$ cat src/rtl/fsync_pkg.sv
package fsync_pkg;
  typedef enum logic [1:0] {
    MODE_ALONE  = 2'd0,
    MODE_DRIVE  = 2'd1,
    MODE_LISTEN = 2'd2
  } sync_mode_e;

  localparam int CTL_W   = 4;
  localparam int BIT_REQ = 0;
  localparam int BIT_DRV = 1;
  localparam int BIT_LSN = 2;
  localparam int BIT_CNT = 3;
endpackage

$ cat src/rtl/fsync_ctl_reg.sv
module fsync_ctl_reg
  import fsync_pkg::*;
#(
  parameter bit MULTI_EN = 1'b1
) (
  input  logic             clk,
  input  logic             rst,
  input  logic             rx_run,
  input  logic             wr_en,
  input  logic [CTL_W-1:0] wr_data,
  output logic [CTL_W-1:0] rd_data,
  output sync_mode_e       mode,
  output logic             count_on,
  output logic             pulse
);
  logic [CTL_W-1:0] ctl_q;
  logic             req_d;
  logic             pulse_q;

  always_comb begin
    if (!MULTI_EN)           mode = MODE_ALONE;
    else if (ctl_q[BIT_DRV]) mode = MODE_DRIVE;
    else if (ctl_q[BIT_LSN]) mode = MODE_LISTEN;
    else                     mode = MODE_ALONE;
  end

  always_ff @(posedge clk) begin
    if (rst) begin
      ctl_q   <= '0;
      req_d   <= 1'b0;
      pulse_q <= 1'b0;
    end else begin
      req_d   <= ctl_q[BIT_REQ];
      pulse_q <= ctl_q[BIT_REQ] & ~req_d & (mode == MODE_DRIVE);
      if (wr_en) begin
        ctl_q          <= wr_data;
        ctl_q[BIT_REQ] <= wr_data[BIT_REQ] & rx_run;
      end else begin
        ctl_q[BIT_REQ] <= 1'b0;
      end
    end
  end

  assign rd_data  = ctl_q;
  assign count_on = ctl_q[BIT_CNT];
  assign pulse    = pulse_q;


  single_pulse_chk: assert property (@(posedge clk) disable iff (rst)
    pulse_q |=> !pulse_q);


  idle_req_chk: assert property (@(posedge clk) disable iff (rst)
    !rx_run |=> !ctl_q[BIT_REQ]);
endmodule

$ cat src/rtl/fsync_evt_pipe.sv
module fsync_evt_pipe #(
  parameter int SYNC_STAGES = 2
) (
  input  logic clk,
  input  logic rst,
  input  logic src,
  output logic evt
);
  logic [SYNC_STAGES-1:0] sync_q;
  logic                   last_q;

  always_ff @(posedge clk) begin
    if (rst) begin
      sync_q <= '0;
      last_q <= 1'b0;
    end else begin
      sync_q <= {sync_q[SYNC_STAGES-2:0], src};
      last_q <= sync_q[SYNC_STAGES-1];
    end
  end

  assign evt = sync_q[SYNC_STAGES-1] & ~last_q;


  one_evt_chk: assert property (@(posedge clk) disable iff (rst)
    evt |=> !evt);
endmodule

$ cat src/rtl/fsync_stamp.sv
module fsync_stamp #(
  parameter int NCH      = 2,
  parameter int DW       = 16,
  parameter bit COUNT_EN = 1'b1
) (
  input  logic              clk,
  input  logic              rst,
  input  logic              rx_run,
  input  logic              evt,
  input  logic              count_on,
  input  logic              in_valid,
  input  logic [NCH*DW-1:0] in_i,
  input  logic [NCH*DW-1:0] in_q,
  output logic              out_valid,
  output logic [NCH*DW-1:0] out_i,
  output logic [NCH*DW-1:0] out_q,
  output logic              ds_rst
);
  localparam int CNT_W = 2 * DW;

  logic [CNT_W-1:0]  cnt_q;
  logic [NCH*DW-1:0] nxt_i, nxt_q;

  for (genvar ch = 0; ch < NCH; ch++) begin : g_ch
    if (ch == 0 && COUNT_EN) begin : g_stamp
      assign nxt_i[DW-1:0] = count_on ? cnt_q[CNT_W-1:DW] : in_i[DW-1:0];
      assign nxt_q[DW-1:0] = count_on ? cnt_q[DW-1:0]     : in_q[DW-1:0];
    end else begin : g_pass
      assign nxt_i[ch*DW +: DW] = in_i[ch*DW +: DW];
      assign nxt_q[ch*DW +: DW] = in_q[ch*DW +: DW];
    end
  end

  always_ff @(posedge clk) begin
    if (rst || !rx_run || evt) begin
      cnt_q     <= '0;
      out_valid <= 1'b0;
      ds_rst    <= 1'b1;
    end else begin
      ds_rst    <= 1'b0;
      out_valid <= in_valid;
      if (in_valid) begin
        out_i <= nxt_i;
        out_q <= nxt_q;
        cnt_q <= cnt_q + CNT_W'(1);
      end
    end
  end


  cnt_step_chk: assert property (@(posedge clk) disable iff (rst)
    (rx_run && !evt && in_valid) |=> (cnt_q == $past(cnt_q) + CNT_W'(1)));


  cnt_hold_chk: assert property (@(posedge clk) disable iff (rst)
    (rx_run && !evt && !in_valid) |=> $stable(cnt_q));


  evt_clear_chk: assert property (@(posedge clk) disable iff (rst)
    evt |=> (ds_rst && !out_valid && cnt_q == '0));


  halt_chk: assert property (@(posedge clk) disable iff (rst)
    !rx_run |=> (ds_rst && !out_valid));
endmodule

$ cat src/rtl/frame_sync_ctrl.sv
module frame_sync_ctrl
  import fsync_pkg::*;
#(
  parameter int NCH      = 2,
  parameter int DW       = 16,
  parameter int IO_W     = 16,
  parameter int SYNC_BIT = 15,
  parameter bit MULTI_EN = 1'b1,
  parameter bit COUNT_EN = 1'b1
) (
  input  logic              clk,
  input  logic              rst,
  input  logic              rx_run,
  input  logic              cfg_we,
  input  logic [3:0]        cfg_wdata,
  output logic [3:0]        cfg_rdata,
  input  logic              in_valid,
  input  logic [NCH*DW-1:0] in_i,
  input  logic [NCH*DW-1:0] in_q,
  output logic              out_valid,
  output logic [NCH*DW-1:0] out_i,
  output logic [NCH*DW-1:0] out_q,
  input  logic [IO_W-1:0]   io_in,
  output logic [IO_W-1:0]   io_out,
  output logic [IO_W-1:0]   io_oe,
  output logic              ds_rst
);
  localparam logic [IO_W-1:0] SYNC_MASK = IO_W'(1) << SYNC_BIT;

  sync_mode_e mode;
  logic       count_on, pulse, evt_src, evt;

  fsync_ctl_reg #(.MULTI_EN(MULTI_EN)) ctl_i (
    .clk(clk), .rst(rst), .rx_run(rx_run),
    .wr_en(cfg_we), .wr_data(cfg_wdata), .rd_data(cfg_rdata),
    .mode(mode), .count_on(count_on), .pulse(pulse)
  );

  always_comb begin
    case (mode)
      MODE_DRIVE:  evt_src = pulse;
      MODE_LISTEN: evt_src = io_in[SYNC_BIT];
      default:     evt_src = 1'b0;
    endcase
  end

  fsync_evt_pipe #(.SYNC_STAGES(2)) evt_i (
    .clk(clk), .rst(rst), .src(evt_src), .evt(evt)
  );

  fsync_stamp #(.NCH(NCH), .DW(DW), .COUNT_EN(COUNT_EN)) stamp_i (
    .clk(clk), .rst(rst), .rx_run(rx_run), .evt(evt), .count_on(count_on),
    .in_valid(in_valid), .in_i(in_i), .in_q(in_q),
    .out_valid(out_valid), .out_i(out_i), .out_q(out_q), .ds_rst(ds_rst)
  );

  assign io_out = pulse ? SYNC_MASK : '0;
  assign io_oe  = (mode == MODE_DRIVE) ? SYNC_MASK : '0;


  oe_pin_chk: assert property (@(posedge clk) disable iff (rst)
    $onehot0(io_oe));


  drive_prio_chk: assert property (@(posedge clk) disable iff (rst)
    (MULTI_EN && cfg_rdata[BIT_DRV] && cfg_rdata[BIT_LSN]) |-> (io_oe == SYNC_MASK));
endmodule

$ cat config.mk
export PLATFORM = sky130hd
export DESIGN_NAME = frame_sync_ctrl
export DESIGN_NICKNAME = d
export VERILOG_FILES = /design/src/rtl/fsync_pkg.sv /design/src/rtl/fsync_ctl_reg.sv /design/src/rtl/fsync_evt_pipe.sv /design/src/rtl/fsync_stamp.sv /design/src/rtl/frame_sync_ctrl.sv
export SDC_FILE = /design/constraint.sdc
export NUM_CORES = 1
export LEC_CHECK = 0
export ABC_AREA = 1
export BUFFER_PORTS_ARGS = -buffer_cell sky130_fd_sc_hd__buf_2
export CAP_MARGIN = 20
export CORE_MARGIN = 3
export CORE_UTILIZATION = 30
export DETAILED_ROUTE_END_ITERATION = 10
export PLACE_DENSITY_LB_ADDON = 0.25
export SLEW_MARGIN = 20
export SYNTH_ARGS = -nofsm -noshare
export SYNTH_HDL_FRONTEND = slang
export SYNTH_SLANG_ARGS = --single-unit
$ cat constraint.sdc
create_clock -name clk -period 4.32 [get_ports clk]
set_input_delay 0.216 -clock clk [delete_from_list [all_inputs] [get_ports clk]]
set_output_delay 0.216 -clock clk [all_outputs]
set_load 0.005 [all_outputs]
==> implementation parameters, run 1 <==
Parameter                              Value

Synth
  Synth Area per Inst    around 9.5 sq um
  Post-Syn Area    about 4700 sq um
  Number of distinct library cells after synthesis    29
  Synth warnings    0
  Post-synthesis cell count    about 500
  Seq cells post-synth    approximately 110
  Post-synthesis sequential area ratio    58.6%

Finish
  Share of layout cells above drive strength 1    ~31%
  Final core area utilization    a little under two fifths
  Final cell count without fillers    between 800 and 900
  Growth of design area from synthesis to finish    23.5%
  Ant diodes    0
  Commonest non-fill, non-tap cells in the layout    sky130_fd_sc_hd__buf_2 (145), sky130_fd_sc_hd__nor2_1 (95), sky130_fd_sc_hd__nand2_1 (71), sky130_fd_sc_hd__edfxtp_1 (64), sky130_fd_sc_hd__inv_1 (46)
  Post-layout net count    about 740
  Most common cell after layout, fill and taps aside    sky130_fd_sc_hd__buf_2

Clocking
  TritonCTS clock tree    yes
  Number of buffers inserted for hold repair after clock tree synthesis    0
  Root buf cell    sky130_fd_sc_hd__clkbuf_16
  Number of buffers between clock root and the deepest sink    2
  Clock insertion delay at the later pin of the skew report    0.35 ns
  Number of buffers inserted by post-CTS setup repair    0
  Maximum level of the CTS H-tree    3
  Clk slew on worst S/H paths    about 0.07 ns
  Number of buffers created by CTS    9
  CTS sink count    about 110
  Number of gates resized after cts    0

Global route
  Met1 layer usage reported by global route    between 15 and 20%
  Total global routing overflow    0
  Initial antenna violation count    0
  GRT Resource Usage Total    12.7%
  Global routing usage on met2    between 20% and 30%
  GRT Max-Usage Layer    met2
  First-pass GRT wire length    about 18000 um
  Largest net degree at the start of global routing    between 50 and 60
  Grt met3 use    roughly 4.2%
  Vias in the first global route    between 3000 and 4000

STA
  Final worst setup slack    ~2.3 ns
  Final-report max-slew violation count    0
  Worst Skew    between 0.009 and 0.01 ns
  Number of endpoints failing setup at the final stage    0
  Number of endpoints with negative hold slack in the final report    0
  Sum Neg Setup Slack    0 ns
  Fmax    between 500 and 600 MHz
  Final-layout worst hold slack    between 0.03 and 0.04 ns
  RSZ-0062 raised after global routing    no
  Ratio of final minimum period to clock period    between 40% and 50%
  Transition at the pin with the smallest max-transition slack    just over 0.5 ns
  Final worst path period need    just under 2 ns
  Worst slew margin    65.9%

Floorplan
  Starting Density    a little under a third
  # rows    45
  Floorplan core area    ~15000 sq um
  Overall die width    approximately 130 um
  Vert. Die Dim    around 130 um
  Die Area    17400 sq um
  Number of ports placed on the die boundary    between 150 and 200

Run status
  Status    complete, no violations

Placement
  RePlAce Congestion    approximately 0.83
  I/O Buffers    around 150
  Cell total after placement    between 800 and 900
  Detail Placement HPWL    8400 um
  Worst setup timing slack at the placement stage    approximately 2.2 ns

Setup path
  Data arrival time of the worst path    around 2 ns
  CP top delay family    buffers and inverters
  Critical path origin    evt_i.sync_q[1]$_SDFF_PP0_
  Critical path, cell by cell    inv_1, nor2_1, nor2_2, buf_4, inv_2, nor2_4, buf_12
  Critical path fanouts, max    57
  Master of the slowest instance on the critical path    sky130_fd_sc_hd__nor2_4
  Type of destination of the critical path    register
  Start of the worst register-to-register path    evt_i.sync_q[1]$_SDFF_PP0_
  Crit path largest cell delay    0.32 ns
  Data required time at the worst endpoint    ~4.3 ns
  Critical Path Start Type    register
  Critical path start-end classification    register to register
  Buf/Inv on CP    4

Power and ir drop
  Largest voltage drop on the vdd net    about 180 uV
  Leakage power total    between 2 and 2.5 nW
  P per Cell Area    343 nW/um^2

Routing
  Average vias per placed instance    roughly 4.3
  Antenna Nets Post-Route    0
  Number of detailed-route iterations in the first pass    4
  Final routed wire length divided by cell count    about 13 um
  Via Count    3742
  Residual DRC count    0
  Post-detailed-routing wire length    between 10000 and 15000 um
  Iteration-0 DRC Markers    190

Min path
  Min-Delay Path Class    primary input to register
  HP Start    in_q[29]

Flow run
  Max capacitance violation total    0
-- kinds of logic after synthesis --
group                    after synthesis  synth area share, %
AO/OA/AOI/OAI                         47                 5.01
XOR/XNOR                               1                0.185
adder cells (fa/ha/maj)                1                0.264
buffers and inverters                 91                 10.2
flip-flops                           107                 58.6
multiplexers                          11                 2.61
other                                  1               0.0790
AND/OR/NAND/NOR                      240                 23.0
-- per-layer routing --
| metal | up-vias | wire length, um |
|---|---|---|
| met2 | 167 | 4910 |
| li1 | 1886 | - |
| met5 | - | 0 |
| met3 | 7 | 939 |
| met4 | 0 | 141 |
| met1 | 1682 | 5080 |
-- state kept, by name, indices dropped and copies added (netlist names) --
register and flops:
ctl_i.pulse 1, ctl_i.rd_data 4, ctl_i.req_d 1, evt_i.last_q 1
evt_i.sync_q 2, stamp_i.cnt_q 32, stamp_i.ds_rst 1, stamp_i.out_i 32
stamp_i.out_q 32, stamp_i.out_valid 1
-- final cells by class --
type	count	area, sq um
fill	1593	9460
sequential	107	2780
multi-input combinational	330	1600
timing repair buffer	148	761
tap	211	264
clock buffer	10	229
inverter	49	184
clock inverter	6	42.5
-- power breakdown --
part	internal, mW	switching, mW	total (mW)
Sequential	1.11	0.0116	1.12
Combinational	0.0599	0.0692	0.129
Clock	0.391	0.369	0.760
Total	1.56	0.450	2.01
-- final timing paths --
check                                 to  cells past startpoint  slack, ns
max           stamp_i.out_i[5]$_DFFE_PP_                      7       2.34
min          stamp_i.out_q[29]$_DFFE_PP_                      1       0.04
max reg2reg   stamp_i.out_i[5]$_DFFE_PP_                      7       2.34
min reg2reg       ctl_i.pulse$_SDFF_PP0_                      1       0.39
-- synth_stat cells --
library cell	number	area [sq um]
sky130_fd_sc_hd__ha_1	1	12.5
sky130_fd_sc_hd__edfxtp_1	64	1920
sky130_fd_sc_hd__nand2_2	6	37.5
sky130_fd_sc_hd__and2_1	2	12.5
sky130_fd_sc_hd__a211oi_1	1	7.51
sky130_fd_sc_hd__nor3_2	2	20.0
sky130_fd_sc_hd__dfxtp_1	43	861
sky130_fd_sc_hd__o21ai_1	1	5.00
sky130_fd_sc_hd__a21oi_1	38	190
sky130_fd_sc_hd__inv_2	3	11.3
sky130_fd_sc_hd__clkbuf_1	3	11.3
sky130_fd_sc_hd__nand3_4	1	17.5
sky130_fd_sc_hd__buf_2	5	25.0
sky130_fd_sc_hd__buf_6	2	22.5
sky130_fd_sc_hd__nand3_1	16	80.1
sky130_fd_sc_hd__xor2_1	1	8.76
sky130_fd_sc_hd__inv_1	46	173
sky130_fd_sc_hd__nand2_1	71	267
sky130_fd_sc_hd__nor2_1	96	360
sky130_fd_sc_hd__conb_1	1	3.75
sky130_fd_sc_hd__nand4_1	13	81.3
sky130_fd_sc_hd__nor2_4	4	45.0
sky130_fd_sc_hd__nor2_2	7	43.8
sky130_fd_sc_hd__nor3_1	17	85.1
sky130_fd_sc_hd__mux2_2	11	124
sky130_fd_sc_hd__nand3_2	3	30.0
sky130_fd_sc_hd__nor4_1	2	12.5
sky130_fd_sc_hd__buf_4	32	240
sky130_fd_sc_hd__o21ai_0	7	35.0
-- per-stage QoR --
stage	area [sq um]	total power, mW
after floorplan	4850	1.23
after global placement	5590	1.27
after detailed placement	5590	1.28
after CTS	5860	2.05
after global routing	5860	2.11
final	5860	2.01
No activity file was read; power rests on OpenSTA's default activity.
==> run 2: changes to the inputs <==
clock period = 2 ns   (was 4.32 ns; I/O delays follow)
==> implementation parameters, run 2 (synthesis results as in run 1) <==
Parameter                              Value

Routing
  Average vias per placed instance    between 4 and 5
  Final routed wire length divided by cell count    13.1 um
  Iteration-0 DRC Markers    between 150 and 200
  Antenna Nets Post-Route    0
  Via Count    slightly below 4000
  Post-detailed-routing wire length    approximately 12000 um
  Number of detailed-route iterations in the first pass    4
  Residual DRC count    0

STA
  Final-report max-slew violation count    0
  Ratio of final minimum period to clock period    slightly below 80%
  Number of endpoints with negative hold slack in the final report    0
  Number of endpoints failing setup at the final stage    0
  RSZ-0062 raised after global routing    no
  Worst Skew    0.00625 ns
  Final worst path period need    1.59 ns
  Final-layout worst hold slack    0.0205 ns
  Fmax    between 600 and 700 MHz

Finish
  Final core area utilization    slightly above 40%
  Commonest non-fill, non-tap cells in the layout    sky130_fd_sc_hd__buf_2 (145), sky130_fd_sc_hd__nor2_1 (95), sky130_fd_sc_hd__nand2_1 (71), sky130_fd_sc_hd__edfxtp_1 (64), sky130_fd_sc_hd__inv_1 (46)
  Growth of design area from synthesis to finish    32.9%
  Most common cell after layout, fill and taps aside    sky130_fd_sc_hd__buf_2
  Ant diodes    0
  Largest regs    stamp_i.cnt_q: 32 flops, stamp_i.out_i: 32 flops, stamp_i.out_q: 32 flops
  Count of fill cells added during filler insertion    1548
  Post-layout net count    776
  Share of layout cells above drive strength 1    29.8%
  Area used by multi-input combinational logic    1600 sq um
  Total area of sequential cells    between 2000 and 3000 sq um

Flow run
  Max capacitance violation total    0

Clocking
  Root buf cell    sky130_fd_sc_hd__clkbuf_16
  Number of buffers inserted for hold repair after clock tree synthesis    37
  Clk slew on worst S/H paths    approximately 0.070 ns
  Number of buffers created by CTS    9
  CTS sink count    107
  Number of buffers between clock root and the deepest sink    2
  Number of gates resized after cts    0
  TritonCTS clock tree    yes
  Number of buffers inserted by post-CTS setup repair    0
  Maximum level of the CTS H-tree    3
  Clock insertion delay at the later pin of the skew report    between 0.3 and 0.4 ns

Floorplan
  Vert. Die Dim    132 um
  Starting Density    a little under a third
  Overall die width    132 um
  Number of ports placed on the die boundary    roughly 190
  # rows    45
  Die Area    between 15000 and 20000 sq um
  Floorplan core area    ~15000 sq um

Min path
  HP Start    io_in[15]
  Hold endpoint    evt_i.sync_q[0]$_SDFF_PP0_
  Min-Delay Path Class    primary input to register
  Hold path depth    3

Setup path
  Critical path, cell by cell    ha_1, inv_1, nor2_2, nand2_1, nor2_1, nand4_1, nand2_1, nor2_1
  Internal reg-to-reg setup slack    0.41 ns
  Start of the worst register-to-register path    stamp_i.cnt_q[1]$_SDFFE_PP0P_
  Data arrival time of the worst path    between 1.5 and 2 ns
  Master of the slowest instance on the critical path    sky130_fd_sc_hd__dfxtp_1
  Data required time at the worst endpoint    between 2 and 2.5 ns
  Endpoint of the lowest-slack register-to-register path    stamp_i.cnt_q[30]$_SDFFE_PP0P_
  Number of cells on the worst reg-to-reg path    8
  Critical path start-end classification    register to register
  Crit path largest cell delay    0.39 ns
  Type of destination of the critical path    register
  Critical path fanouts, max    5
  Critical Path Start Type    register

Power and ir drop
  P per Cell Area    approximately 740 nW/um^2
  Leakage power total    roughly 2.4 nW
  Largest voltage drop on the vdd net    about 360 uV

Global route
  Initial antenna violation count    1
  GRT Resource Usage Total    ~14%
  Largest net degree at the start of global routing    51
  Vias in the first global route    between 3000 and 4000
  Total global routing overflow    0
  First-pass GRT wire length    19500 um

Placement
  Detail Placement HPWL    8480 um
  RePlAce Congestion    between 0.8 and 0.9
  I/O Buffers    around 150

Run status
  Status    complete, no violations
==> run 2: worst max-delay path: cells and delay by family (launching register included) <==
family / cells / cell delay (ns)
adders and majority gates: 1 / 0.22
DFF: 1 / 0.39
buffers and inverters: 1 / 0.11
and+or+nand+nor: 6 / 0.78
==> run 2: per-stage QoR <==
step / cell area (sq um) / cells / setup slack, ns / power (mW) / TNS [ns]
finish: 6310 / 902 / 0.409 / 4.67 / 0
global route: 6310 / 902 / 0.259 / 4.89 / 0
CTS: 6310 / 902 / 0.398 / 4.76 / 0
detailed placement: 5620 / 849 / 0.404 / 2.77 / 0
global placement: 5620 / 849 / 0.436 / 2.76 / 0
floorplan: 4860 / 528 / -0.203 / 2.66 / -13.02
==> run 2: how the worst max path moves through the flow <==
stage                                          end  slack [ns]  depth (start not counted)                     startpoint
floorplan               stamp_i.out_i[0]$_DFFE_PP_       -0.20                          6     evt_i.sync_q[1]$_SDFF_PP0_
global placement    stamp_i.cnt_q[30]$_SDFFE_PP0P_        0.44                          8  stamp_i.cnt_q[1]$_SDFFE_PP0P_
detailed placement  stamp_i.cnt_q[30]$_SDFFE_PP0P_        0.40                          8  stamp_i.cnt_q[1]$_SDFFE_PP0P_
CTS                 stamp_i.cnt_q[30]$_SDFFE_PP0P_        0.40                          8  stamp_i.cnt_q[1]$_SDFFE_PP0P_
global route        stamp_i.cnt_q[30]$_SDFFE_PP0P_        0.26                          8  stamp_i.cnt_q[1]$_SDFFE_PP0P_
finish              stamp_i.cnt_q[30]$_SDFFE_PP0P_        0.41                          8  stamp_i.cnt_q[1]$_SDFFE_PP0P_
==> run 2: power by group <==
| part | switching [mW] | total, mW | internal (mW) |
|---|---|---|---|
| registers | 0.0238 | 2.42 | 2.40 |
| clock network | 0.803 | 1.91 | 1.10 |
| logic | 0.165 | 0.347 | 0.183 |
| total | 0.991 | 4.67 | 3.68 |
==> run 2: layout make-up <==
cell class | instances | area share [%]
Timing Repair Buffer | 189 | 18.4
Clock buffer | 10 | 3.63
Multi-Input combinational cell | 330 | 25.3
Tap cell | 211 | 4.19
Inverter | 49 | 2.92
Sequential cell | 107 | 44.1
Clock inverter | 6 | 1.43
==> run 2: routing by layer <==
layer	vias to the layer above	part of all wire [%]	global-route usage [%]
li1	1972	-	-
met1	1744	44	17.1
met2	166	46	23.3
met3	14	8.0	3.51
met4	2	1.6	5.43
met5	-	0.059	0
==> run 3: changes to the inputs <==
ABC_AREA = 0   (was 1)
clock period = 1.37 ns   (was 2 ns; I/O delays follow)
==> implementation parameters, run 3 <==
Parameter                              Value

Setup path
  Endpoint of the lowest-slack register-to-register path    stamp_i.cnt_q[26]$_SDFFE_PP0P_
  Data arrival time of the worst path    2.04 ns
  Master of the slowest instance on the critical path    sky130_fd_sc_hd__or4_4
  Internal reg-to-reg setup slack    -0.41 ns
  Start of the worst register-to-register path    stamp_i.cnt_q[0]$_SDFFE_PP0P_
  Number of cells on the worst reg-to-reg path    6
  Critical path fanouts, max    4
  Data required time at the worst endpoint    between 1.5 and 2 ns
  Critical Path Start Type    register
  Crit path largest cell delay    roughly 0.55 ns
  Type of destination of the critical path    register
  Critical path, cell by cell    ha_4, nand4_1, or4_4, buf_6, nor3_4, mux2i_1
  Critical path start-end classification    register to register

Routing
  Via Count    between 3000 and 4000
  Iteration-0 DRC Markers    around 130
  Antenna Nets Post-Route    0
  Average vias per placed instance    4.53
  Residual DRC count    0
  Number of detailed-route iterations in the first pass    4
  Post-detailed-routing wire length    11400 um
  Final routed wire length divided by cell count    approximately 14 um

Power and ir drop
  Net switching component of the power    1.35 mW
  Largest voltage drop on the vdd net    between 500 and 600 uV
  Share of power burned in combinational logic    7.6%
  Proportion of power drawn by the clock network    about two fifths
  P per Cell Area    979 nW/um^2
  Leakage power total    2.87 nW
  Switch share    19.9%
  Total power    approximately 6.8 mW
  Internal power    between 5 and 6 mW
  Power share of the sequential group    about half

Floorplan
  Starting Density    between 30% and 40%
  Overall die width    ~130 um
  Number of ports placed on the die boundary    approximately 190
  Floorplan core area    around 15000 sq um
  Vert. Die Dim    ~130 um
  # rows    44
  Die Area    between 15000 and 20000 sq um

STA
  Number of endpoints with negative hold slack in the final report    0
  Fmax    between 500 and 600 MHz
  Final worst path period need    between 1.5 and 2 ns
  RSZ-0062 raised after global routing    yes
  Final-report max-slew violation count    0
  Final-layout worst hold slack    0.0221 ns
  Ratio of final minimum period to clock period    130%
  Final worst setup slack    -0.410 ns
  Worst Skew    about 0.0046 ns
  Number of endpoints failing setup at the final stage    18

Synth
  Fraction of synthesized area in multiplexers    between 10% and 20%
  Combinational family with the most area after synthesis    simple AND/OR/NAND/NOR gates
  Post-synthesis cell count    354
  Seq cells post-synth    ~110
  Post-synthesis share of cell area spent on full adders, half adders and majority gates    0.280%
  Synth Flop Type    sky130_fd_sc_hd__edfxtp_1
  Compound-gate portion of the synthesized area    ~3.9%
  XOR/XNOR Fraction of Synth Area    about 2.3%
  Share of the synthesized area in the top cell type    43.0%
  Synth Area per Inst    about 13 sq um
  Post-synthesis sequential area ratio    approximately 62%
  Biggest area consumer among synthesized cells    sky130_fd_sc_hd__edfxtp_1
  Number of distinct library cells after synthesis    41
  Basic-gate share of the synthesized area counting and, or, nand and nor cells    13.4%
  Count leader, synth    sky130_fd_sc_hd__edfxtp_1
  Ys async rst share    0%
  Synth top cells by count    sky130_fd_sc_hd__edfxtp_1 (64), sky130_fd_sc_hd__dfxtp_1 (43), sky130_fd_sc_hd__buf_4 (32), sky130_fd_sc_hd__mux2_2 (32), sky130_fd_sc_hd__nand2_1 (23)
  Post-synth EDFFs    between 60 and 70
  Top post-synthesis cells by area    sky130_fd_sc_hd__edfxtp_1 (43%), sky130_fd_sc_hd__dfxtp_1 (19%), sky130_fd_sc_hd__mux2_2 (8.1%), sky130_fd_sc_hd__buf_4 (5.4%), sky130_fd_sc_hd__mux2i_1 (2.0%)
  Synth warnings    0
  Post-Syn Area    around 4500 sq um

Finish
  Final core area utilization    between 40 and 50%
  Commonest non-fill, non-tap cells in the layout    sky130_fd_sc_hd__buf_2 (145), sky130_fd_sc_hd__edfxtp_1 (64), sky130_fd_sc_hd__buf_4 (53), sky130_fd_sc_hd__dlygate4sd3_1 (37), sky130_fd_sc_hd__mux2_2 (32)
  Post-layout net count    about 690
  Final cell count without fillers    just under 800
  Post-Layout Inst Area    just under 7000 sq um
  Count of fill cells added during filler insertion    1317
  Growth of design area from synthesis to finish    54.5%
  Share of layout cells above drive strength 1    between 50% and 60%
  Most common cell after layout, fill and taps aside    sky130_fd_sc_hd__buf_2
  Largest regs    stamp_i.cnt_q: 32 flops, stamp_i.out_i: 32 flops, stamp_i.out_q: 32 flops

Flow run
  Max capacitance violation total    0

Run status
  Status    finished with violations
  Violations in the final reports    setup timing

Global route
  Vias in the first global route    3596
  GRT Resource Usage Total    between 10% and 20%
  First-pass GRT wire length    about 17000 um
  Largest net degree at the start of global routing    28
  Initial antenna violation count    0
  Total global routing overflow    0

Clocking
  Clock insertion delay at the later pin of the skew report    0.34 ns
  Number of buffers between clock root and the deepest sink    2
  Root buf cell    sky130_fd_sc_hd__clkbuf_16
  Maximum level of the CTS H-tree    3
  TritonCTS clock tree    yes
  Clk slew on worst S/H paths    ~0.070 ns
  Number of buffers created by CTS    9
  CTS sink count    ~110

Min path
  Min-Delay Path Class    primary input to register
  HP Start    in_q[10]
  Hold endpoint    stamp_i.out_q[10]$_DFFE_PP_
  Hold path depth    2

Placement
  I/O Buffers    145
  RePlAce Congestion    0.787
  Detail Placement HPWL    roughly 7900 um
  Cell area after placement    between 5000 and 6000 sq um
  Cell total after placement    between 700 and 800
## run 3: cell count changes after synthesis, sizes merged, moves of 6 or more
cell    delta
a21oi     -24
buf        -6
clkbuf     +9
inv       -42
mux2      +21
mux2i      +9
nand2     -54
nand3     -16
nor2      -85
nor3      -12
or3       +11
or4        +7
xnor2      +9
## run 3: worst max-delay path by stage
stage	start	to	depth (start not counted)
final	stamp_i.cnt_q[0]$_SDFFE_PP0P_	stamp_i.cnt_q[26]$_SDFFE_PP0P_	6
after global routing	stamp_i.cnt_q[0]$_SDFFE_PP0P_	stamp_i.cnt_q[26]$_SDFFE_PP0P_	6
after CTS	stamp_i.cnt_q[19]$_SDFFE_PP0P_	stamp_i.cnt_q[29]$_SDFFE_PP0P_	5
after detailed placement	stamp_i.cnt_q[20]$_SDFFE_PP0P_	stamp_i.cnt_q[31]$_SDFFE_PP0P_	5
after global placement	stamp_i.cnt_q[20]$_SDFFE_PP0P_	stamp_i.cnt_q[27]$_SDFFE_PP0P_	4
after floorplan	stamp_i.cnt_q[17]$_SDFFE_PP0P_	stamp_i.cnt_q[25]$_SDFFE_PP0P_	5
## run 3: critical path: cells and delay by family, from the launching register on
kind	cells	cell delay, ns
adder cells (fa/ha/maj)	1	0.13
buffers and inverters	1	0.14
flip-flops	1	0.37
multiplexers	1	0.26
AND/OR/NAND/NOR	3	0.79
## run 3: kinds of logic (layout without fill, tap and decap cells)
group                    after synthesis  after routing
adder cells (fa/ha/maj)                1              1
multiplexers                          41             41
other                                  1             31
flip-flops                           107            107
buffers and inverters                 53            277
XOR/XNOR                              12             12
AND/OR/NAND/NOR                      110            111
AO/OA/AOI/OAI                         29             29
## run 3: layer usage
metal	up-vias	GRT usage, %	routed length (um)
met3	13	3.50	877
met4	0	5.62	201
met2	140	23.3	5440
met1	1702	16.0	4890
li1	1740	-	-
met5	-	0	0
## run 3: cell type report
| class | count | area, sq um | share of cell area [%] |
|---|---|---|---|
| Tap cell | 184 | 230 | 3.33 |
| Clock buffer | 11 | 243 | 3.51 |
| Sequential cell | 107 | 2830 | 41.0 |
| Timing Repair Buffer | 253 | 1730 | 25.0 |
| Clock inverter | 5 | 76.3 | 1.10 |
| Multi-Input combinational cell | 224 | 1770 | 25.6 |
| Antenna cell | 1 | 2.50 | 0.0362 |
| Inverter | 8 | 30.0 | 0.434 |
## run 3: through the flow
stage | setup slack (ns) | TNS, ns
global route | -0.458 | -5.81
finish | -0.410 | -4.37
detailed placement | -0.396 | -4.05
CTS | -0.322 | -3.48
floorplan | -0.317 | -18.09
global placement | -0.322 | -3.52
## run 3: power by group through the flow
stage                     Clock, mW  Combinational, mW  Sequential (mW)
after floorplan                   0              0.251             3.58
after global placement            0              0.419             3.57
after detailed placement          0              0.430             3.58
after CTS                      2.86              0.514             3.50
after global routing           2.98              0.563             3.50
final                          2.76              0.511             3.50
## run 3: timing repair
action | 4_1_cts | 5_1_grt
endpoints found under the setup margin | 25 | 32
hold endpoints to repair | 36 | 0
hold buffers | 37 | 0
resized for setup | 30 | 29
pin swaps | 12 | 15
gates cloned | 0 | 1
setup buffers | 4 | 7
